[src/rtl/irq_pkg.sv]
`timescale 1ns/1ps
package irq_pkg;
  localparam int unsigned NSRC  = 3;
  localparam int unsigned REG_W = 8;

  localparam int unsigned SRC_WDOG  = 0;
  localparam int unsigned SRC_ALARM = 1;
  localparam int unsigned SRC_PWR   = 2;

  // Field order matches the host-visible bit layout of the configuration word.
  typedef struct packed {
    logic            pulse_mode;  // bit4
    logic            act_high;    // bit3
    logic [NSRC-1:0] src_en;      // bits 2:0
  } irq_cfg_t;

  localparam int unsigned CFG_W = $bits(irq_cfg_t);

  localparam logic ADDR_CFG  = 1'b0;
  localparam logic ADDR_FLAG = 1'b1;
endpackage

[src/rtl/irq_flag_bank.sv]
`timescale 1ns/1ps
module irq_flag_bank #(
  parameter int unsigned N = 3
) (
  input  logic         clk_i,
  input  logic         rst_ni,
  input  logic [N-1:0] evt_i,
  input  logic         clr_i,
  output logic [N-1:0] flags_o
);

  for (genvar i = 0; i < N; i++) begin : g_flag
    logic bit_q;
    // A same-cycle event wins over the clear, so no event is lost.
    always_ff @(posedge clk_i) begin
      if (!rst_ni) bit_q <= 1'b0;
      else         bit_q <= evt_i[i] | (bit_q & ~clr_i);
    end
    assign flags_o[i] = bit_q;
  end


  evt_sets_flag_chk: assert property (@(posedge clk_i) disable iff (!rst_ni)
    (evt_i != '0) |=> ((flags_o & $past(evt_i)) == $past(evt_i)));


  rd_clears_flags_chk: assert property (@(posedge clk_i) disable iff (!rst_ni)
    (clr_i && evt_i == '0) |=> (flags_o == '0));


  collide_keeps_evt_chk: assert property (@(posedge clk_i) disable iff (!rst_ni)
    (clr_i && evt_i != '0) |=> (flags_o == $past(evt_i)));

endmodule

[src/rtl/irq_host_regs.sv]
`timescale 1ns/1ps
module irq_host_regs
  import irq_pkg::*;
(
  input  logic             clk_i,
  input  logic             rst_ni,
  input  logic             wr_i,
  input  logic             rd_i,
  input  logic             addr_i,
  input  logic [REG_W-1:0] wdata_i,
  input  logic [NSRC-1:0]  flags_i,
  output irq_cfg_t         cfg_o,
  output logic             flag_clr_o,
  output logic [REG_W-1:0] rdata_o,
  output logic             rvalid_o
);

  irq_cfg_t         cfg_q;
  logic [REG_W-1:0] rdata_q;
  logic             rvalid_q;
  logic [REG_W-1:0] rd_mux;

  always_comb begin
    rd_mux = '0;
    if (addr_i == ADDR_CFG) rd_mux[CFG_W-1:0] = cfg_q;
    else                    rd_mux[NSRC-1:0]  = flags_i;
  end

  always_ff @(posedge clk_i) begin
    if (!rst_ni) begin
      cfg_q    <= '0;
      rdata_q  <= '0;
      rvalid_q <= 1'b0;
    end else begin
      if (wr_i && addr_i == ADDR_CFG) cfg_q <= irq_cfg_t'(wdata_i[CFG_W-1:0]);
      if (rd_i) rdata_q <= rd_mux;
      rvalid_q <= rd_i;
    end
  end

  assign cfg_o      = cfg_q;
  assign flag_clr_o = rd_i && (addr_i == ADDR_FLAG);
  assign rdata_o    = rdata_q;
  assign rvalid_o   = rvalid_q;


  rvalid_follows_rd_chk: assert property (@(posedge clk_i) disable iff (!rst_ni)
    rd_i |=> rvalid_o);


  rvalid_single_chk: assert property (@(posedge clk_i) disable iff (!rst_ni)
    !rd_i |=> !rvalid_o);


  cfg_hold_chk: assert property (@(posedge clk_i) disable iff (!rst_ni)
    !(wr_i && addr_i == ADDR_CFG) |=> $stable(cfg_q));

endmodule

[src/rtl/irq_pin_drv.sv]
`timescale 1ns/1ps
module irq_pin_drv #(
  parameter int unsigned PULSE_CYCLES = 6554,
  localparam int unsigned CNT_W = $clog2(PULSE_CYCLES + 1)
) (
  input  logic clk_i,
  input  logic rst_ni,
  input  logic fire_i,
  input  logic clr_i,
  input  logic pulse_mode_i,
  input  logic act_high_i,
  output logic int_o,
  output logic int_oe
);

  logic [CNT_W-1:0] cnt_q;
  logic             lvl_q;
  logic             active;

  // Both trackers run all the time; the mode bit only picks which one drives.
  always_ff @(posedge clk_i) begin
    if (!rst_ni) begin
      cnt_q <= '0;
      lvl_q <= 1'b0;
    end else begin
      lvl_q <= fire_i | (lvl_q & ~clr_i);
      if (fire_i)              cnt_q <= CNT_W'(PULSE_CYCLES);
      else if (clr_i)          cnt_q <= '0;
      else if (cnt_q != '0)    cnt_q <= cnt_q - 1'b1;
    end
  end

  assign active = pulse_mode_i ? (cnt_q != '0) : lvl_q;

  always_comb begin
    if (act_high_i) begin
      int_o  = active;
      int_oe = 1'b1;
    end else begin
      int_o  = 1'b0;
      int_oe = active;
    end
  end


  no_fire_no_rise_chk: assert property (@(posedge clk_i) disable iff (!rst_ni)
    (!fire_i && $stable(pulse_mode_i)) |=> !$rose(active));


  level_hold_chk: assert property (@(posedge clk_i) disable iff (!rst_ni)
    (lvl_q && !clr_i) |=> lvl_q);


  pulse_bound_chk: assert property (@(posedge clk_i) disable iff (!rst_ni)
    cnt_q <= CNT_W'(PULSE_CYCLES));


  clr_ends_pulse_chk: assert property (@(posedge clk_i) disable iff (!rst_ni)
    (clr_i && !fire_i) |=> (cnt_q == '0));


  fire_reloads_chk: assert property (@(posedge clk_i) disable iff (!rst_ni)
    fire_i |=> (cnt_q == CNT_W'(PULSE_CYCLES)));


  od_never_high_chk: assert property (@(posedge clk_i) disable iff (!rst_ni)
    !act_high_i |-> !int_o);

endmodule

[src/rtl/irq_flag_ctrl.sv]
`timescale 1ns/1ps
module irq_flag_ctrl
  import irq_pkg::*;
#(
  parameter int unsigned PULSE_CYCLES = 6554
) (
  input  logic             clk_i,
  input  logic             rst_ni,
  input  logic             wdog_evt_i,
  input  logic             alarm_evt_i,
  input  logic             pwrfail_evt_i,
  input  logic             bus_wr_i,
  input  logic             bus_rd_i,
  input  logic             bus_addr_i,
  input  logic [REG_W-1:0] bus_wdata_i,
  output logic [REG_W-1:0] bus_rdata_o,
  output logic             bus_rvalid_o,
  output logic             int_o,
  output logic             int_oe
);

  logic [NSRC-1:0] evt;
  logic [NSRC-1:0] flags;
  irq_cfg_t        cfg;
  logic            flag_clr;
  logic            fire;

  always_comb begin
    evt            = '0;
    evt[SRC_WDOG]  = wdog_evt_i;
    evt[SRC_ALARM] = alarm_evt_i;
    evt[SRC_PWR]   = pwrfail_evt_i;
  end

  assign fire = |(evt & cfg.src_en);

  irq_flag_bank #(.N(NSRC)) u_flags (
    .clk_i   (clk_i),
    .rst_ni  (rst_ni),
    .evt_i   (evt),
    .clr_i   (flag_clr),
    .flags_o (flags)
  );

  irq_host_regs u_regs (
    .clk_i      (clk_i),
    .rst_ni     (rst_ni),
    .wr_i       (bus_wr_i),
    .rd_i       (bus_rd_i),
    .addr_i     (bus_addr_i),
    .wdata_i    (bus_wdata_i),
    .flags_i    (flags),
    .cfg_o      (cfg),
    .flag_clr_o (flag_clr),
    .rdata_o    (bus_rdata_o),
    .rvalid_o   (bus_rvalid_o)
  );

  irq_pin_drv #(.PULSE_CYCLES(PULSE_CYCLES)) u_pin (
    .clk_i        (clk_i),
    .rst_ni       (rst_ni),
    .fire_i       (fire),
    .clr_i        (flag_clr),
    .pulse_mode_i (cfg.pulse_mode),
    .act_high_i   (cfg.act_high),
    .int_o        (int_o),
    .int_oe       (int_oe)
  );


  pp_always_driven_chk: assert property (@(posedge clk_i) disable iff (!rst_ni)
    cfg.act_high |-> int_oe);

endmodule

[config.mk]
export PLATFORM = sky130hd
export DESIGN_NAME = irq_flag_ctrl
export DESIGN_NICKNAME = d
export VERILOG_FILES = /design/src/rtl/irq_pkg.sv /design/src/rtl/irq_flag_bank.sv /design/src/rtl/irq_host_regs.sv /design/src/rtl/irq_pin_drv.sv /design/src/rtl/irq_flag_ctrl.sv
export SDC_FILE = /design/constraint.sdc
export NUM_CORES = 1
export LEC_CHECK = 0
export ABC_AREA = 1
export BUFFER_PORTS_ARGS = -buffer_cell sky130_fd_sc_hd__buf_2
export CORE_MARGIN = 2
export CORE_UTILIZATION = 51
export CTS_BUF_LIST = sky130_fd_sc_hd__clkbuf_4
export DETAILED_ROUTE_END_ITERATION = 8
export PLACE_DENSITY = 0.78
export SYNTH_ARGS = -nofsm -noshare
export SYNTH_HDL_FRONTEND = slang
export SYNTH_SLANG_ARGS = --single-unit
export TNS_END_PERCENT = 5
[constraint.sdc]
create_clock -name clk_i -period 1.2 [get_ports clk_i]
set_input_delay 0.12 -clock clk_i [delete_from_list [all_inputs] [get_ports clk_i]]
set_output_delay 0.12 -clock clk_i [all_outputs]
set_load 0.02 [all_outputs]
* Yosys cells after proc, flatten, opt, wreduce, memory -nomap -nowiden *
Index checks and enable logic that the tools add are counted.

word-level totals
  register bits after elaboration = 28
  output and inout port bits = 11
  logic and storage cells = 38

cells by class
  multiplexer cells = 8
  add/subtract/negate cells = 1
  bitwise logic cells = 12
  reduce and logical (&&, ||, !) cells = 6

operators with widths
  kind                                                                   count
  13-bit 2-to-1 mux                                                      3
  13-bit nonzero test                                                    1
  13-bit by 1-bit subtractor with 13-bit output (second input constant)  1
  5-bit OR reduction                                                     1
  1-bit bitwise AND                                                      4
  1-bit OR                                                               4
  3-bit bitwise AND                                                      1
  1-bit 2-to-1 mux                                                       3
  3-bit 2-to-1 mux                                                       1
  1-bit inverter                                                         3
  3-bit nonzero test                                                     1
  3-bit OR reduction                                                     1
  1-bit logical AND                                                      2
  2-bit 2-to-1 mux                                                       1

* Longest topological paths before layout *
  depth in word-level cells = 4
  gate-level depth with buffers = 9

* Modules after synthesis *
A second synthesis with hierarchy kept.

unflattened totals
  cells, all modules = 217
  area, all modules = 1508.9 µm²

modules (own cells, without submodules)
  module         cells an instance  times used  area an instance (µm²)
  irq_pin_drv    116                1           844.6
  irq_host_regs  80                 1           520.5
  irq_flag_bank  17                 1           127.6
  irq_flag_ctrl  4                  1           16.3

* Worst setup path before layout *
OpenSTA, ideal clock, no wires.

  path kind = reg-to-output
  from = reg u_pin.cnt_q[0]
  to = out int_o
  stages on the path, launching flop included = 8
  setup slack = -137 ps
  arrival time = 1217 ps
  buffers on the path = 0
  path through = dfxtp_1 > inv_1 > ha_1 > nand2_1 > nor2_4 > nand3_1 > o21ai_0 > nor2_1

on the way
  cells in the longest elaborated chain, start to end = 3

ends and longest elaborated chain
  element                 RTL line             RTL
  from (decl)             irq_pin_drv.sv:16    logic [CNT_W-1:0] cnt_q;
  from (signal assigned)  irq_pin_drv.sv:27    if (fire_i) cnt_q <= CNT_W'(PULSE_CYCLES);
  from (signal assigned)  irq_pin_drv.sv:29    else if (cnt_q != '0) cnt_q <= cnt_q - 1'b1;
  13-bit nonzero test     irq_pin_drv.sv:33    assign active = pulse_mode_i ? (cnt_q != '0) : lvl_q;
  1-bit 2-to-1 mux        irq_pin_drv.sv:33
  1-bit 2-to-1 mux        irq_pin_drv.sv:36    if (act_high_i) begin
  to (decl)               irq_flag_ctrl.sv:18  output logic int_o,

Every way passes these cells.

* Worst setup path in the final report *
  from = reg u_pin.cnt_q[1]
  to = out int_oe

on the way
  cells in the longest elaborated chain, start to end = 3

ends and longest elaborated chain
  element              RTL line             RTL
  13-bit nonzero test  irq_pin_drv.sv:33
  1-bit 2-to-1 mux     irq_pin_drv.sv:33
  1-bit 2-to-1 mux     irq_pin_drv.sv:36
  to (decl)            irq_flag_ctrl.sv:19  output logic int_oe

Every way passes these cells.

==> flow_metrics.tcl <==
set metrics [dict create \
    outcome "finished, violations left" \
    violations "negative setup slack" \
    grt_pass1_vias 1320 \
    vias 1411 \
    slew_viol_final 0 \
    area_delta_synth_final_pct 38.0 \
    die_height_um 56.1 \
    yosysUniqueCellTypes 26 \
    layout-drive-gt1-share_pct 38.2 \
    preCtsSetupSlack_ns -0.115 \
    cts_root_buf "clkbuf_4" \
    worst-setup-path-type "reg -> out" \
    antenna_found_initial 0 \
    hold_class "in -> reg" \
    hpwl_um 2240 \
    synth_area_per_cell_sq_um 7.03 \
    synth_cells 197 \
    max-cap-violations 0 \
    yosysSeqAreaShare_pct 40.5 \
    clock_skew_ns 0.00501 \
    worstHoldStart "bus_wdata_i[4]" \
    ys_warn_count 0 \
    worst_skew_pair.late_latency_ns 0.35 \
    core_area_sq_mm 0.00252 \
    dieWidth_um 56.1 \
    timing.rr.start "u_pin.cnt_q[1]" \
    num_antenna_cells 0 \
    rsz0062_at_grt "yes" \
    grt_max_degree 17 \
    setup_viol 14 \
    finalHoldViolCount 0 \
    max_freq_ghz 0.655 \
    grt_pass1_wl_um 5710 \
    worstPathArrival_ns 1.41 \
    synth.cell_area_sq_mm 0.00139 \
    finish.utilization_pct 75.8 \
    grt_overflow_total 0 \
    min_to "u_regs.cfg_o[4]" \
    ff2ff_path_depth 8 \
    setup_ws_ns -0.326 \
    cts_tree "done" \
    ant_nets 0 \
    start_util_pct 54.9 \
    drt-pass1-iter-count 4 \
    hold_path_depth 3 \
    ios 27 \
    power_density_mw_per_mm2 2030 \
    placed_area_sq_mm 0.00165 \
    die-area_sq_mm 0.00315 \
    routedWlPerCell_um 12.6 \
    place_congestion 0.806 \
    remaining_drc_errors 0 \
    viasPerCell 5.06 \
    htreeDepth 1 \
    rows 18 \
    required_ns 1.08 \
    fin_crit_sh_pct 127 \
    port_buffers 20 \
    track_usage_pct 23.1 \
    start_kind "flip-flop" \
    drtIter0Drc 89 \
    cts_sinks 28 \
    r2r_slack_ns -0.17 \
    cts_buffers 3 \
    fin_nets 268 \
    wl_um 3510 \
    critPathMaxFanout 2 \
    min_period_ns 1.53 \
    instances_no_fill 279 \
    r2r-end "u_pin.cnt_q[7]" \
    setup_tns_ns -1.81 \
    power.leakage_uw 0.000926 \
    path_clk_slew_ns 0.16 \
    fin_area_sq_mm 0.00191 \
    place_inst 263 \
    synth-seq-cells 28 \
    clock_path_buffers 2 \
    vdd_drop_max_mv 1.40 \
    cp-end-kind "output pin" \
]
[area by class of cell]
class	instances	area, sq um
Clock buffer	3	22.5
Clock inverter	1	30.0
Fill cell	189	611
Inverter	23	86.3
Multi-Input combinational cell	142	806
Sequential cell	28	576
Tap cell	30	37.5
Timing Repair Buffer	52	354
[metal layers]
layer	wire [um]	part of all wire, %	global-route usage, %	vias up
met1	1540	44	28.5	640
met5	0	0	0	-
met4	63	1.8	9.86	0
li1	-	-	-	715
met2	1730	49	39.3	49
met3	177	5.0	3.72	7
[state kept, by name, summed over array words and instances (netlist names)]
register / cells
u_pin.cnt_q: 13
u_regs.cfg_o: 5
u_regs.rdata_o: 5
u_flags.g_flag.bit_q: 3
u_pin.lvl_q: 1
u_regs.rvalid_o: 1
[report_power, final]
group,leakage (uW),internal (uW),switching [uW],total (uW)
logic,0.000663,920,1080,2000
clock network,0.0000279,339,304,643
registers,0.000235,1090,140,1230
total,0.000926,2350,1530,3870
[kinds of logic after synthesis]
group / count (synthesis) / share of synthesized area [%]
compound gates: 30 / 12.2
xor+xnor: 3 / 1.90
fa+ha+maj: 2 / 1.81
buf+inv: 29 / 8.76
flops: 28 / 40.5
mux: 1 / 0.723
other cells: 1 / 0.271
simple gates: 103 / 33.9
[cell usage after synthesis]
| library cell | count | share of area (%) |
|---|---|---|
| a2111oi_0 | 1 | 0.63 |
| a21oi_1 | 13 | 4.7 |
| a21oi_4 | 1 | 1.2 |
| a31oi_1 | 3 | 1.4 |
| buf_2 | 1 | 0.36 |
| buf_4 | 3 | 1.6 |
| clkbuf_1 | 2 | 0.54 |
| conb_1 | 1 | 0.27 |
| dfxtp_1 | 28 | 40 |
| ha_1 | 2 | 1.8 |
| inv_1 | 21 | 5.7 |
| inv_2 | 2 | 0.54 |
| mux2i_1 | 1 | 0.72 |
| nand2_1 | 37 | 10 |
| nand2_2 | 6 | 2.7 |
| nand3_1 | 12 | 4.3 |
| nand3b_1 | 1 | 0.54 |
| nor2_1 | 38 | 10 |
| nor2_2 | 3 | 1.4 |
| nor2_4 | 3 | 2.4 |
| nor2_8 | 1 | 1.4 |
| nor3_1 | 2 | 0.72 |
| o21ai_0 | 11 | 4.0 |
| o21ai_1 | 1 | 0.36 |
| xnor2_1 | 1 | 0.63 |
| xor2_1 | 2 | 1.3 |
[layout by cell type, fill, tap and decap left out, drive strengths merged]
master,synthesis,final
buf,4,49
nand3b,1,1
xor2,2,2
clkbuf,2,3
nor2,45,45
inv,23,23
a21oi,14,14
xnor2,1,1
nor3,2,2
conb,1,3
dfxtp,28,28
mux2i,1,1
dlygate4sd3,0,3
a2111oi,1,1
o21ai,12,12
ha,2,2
nand2,43,43
nand3,12,12
a31oi,3,3
bufinv,0,1
[what timing repair did]
item / in CTS / in global routing
hold buffers: 3 / 0
endpoints found under the hold margin: 3 / 0
setup endpoints to repair: 13 / 15
pin swaps: 11 / 7
buffers inserted: 8 / 1
resized for setup: 23 / 11
[critical path, cell delays in order (launching register included)]
cell and delay (ns):
dfxtp_2 0.36, inv_2 0.07, ha_4 0.14, nand2_4 0.05, nor2_4 0.09, nand3_2 0.07
o21ai_2 0.08, nand2_2 0.07, buf_6 0.13
[stage by stage]
step                power [uW]  hold slack, ns
floorplan                 2260           0.237
global placement          2720           0.346
detailed placement        2750           0.352
CTS                       3710          0.0217
global route              4140          0.0235
finish                    3870          0.0167
[worst max-delay path by stage]
stage,cells after the start,end,start
detailed placement,8,int_oe,u_pin.cnt_q[1]
global route,8,int_oe,u_pin.cnt_q[0]
global placement,8,int_oe,u_pin.cnt_q[1]
finish,8,int_oe,u_pin.cnt_q[1]
floorplan,7,int_o,u_pin.cnt_q[0]
CTS,8,int_oe,u_pin.cnt_q[1]
No activity file was read; power rests on OpenSTA's default activity.
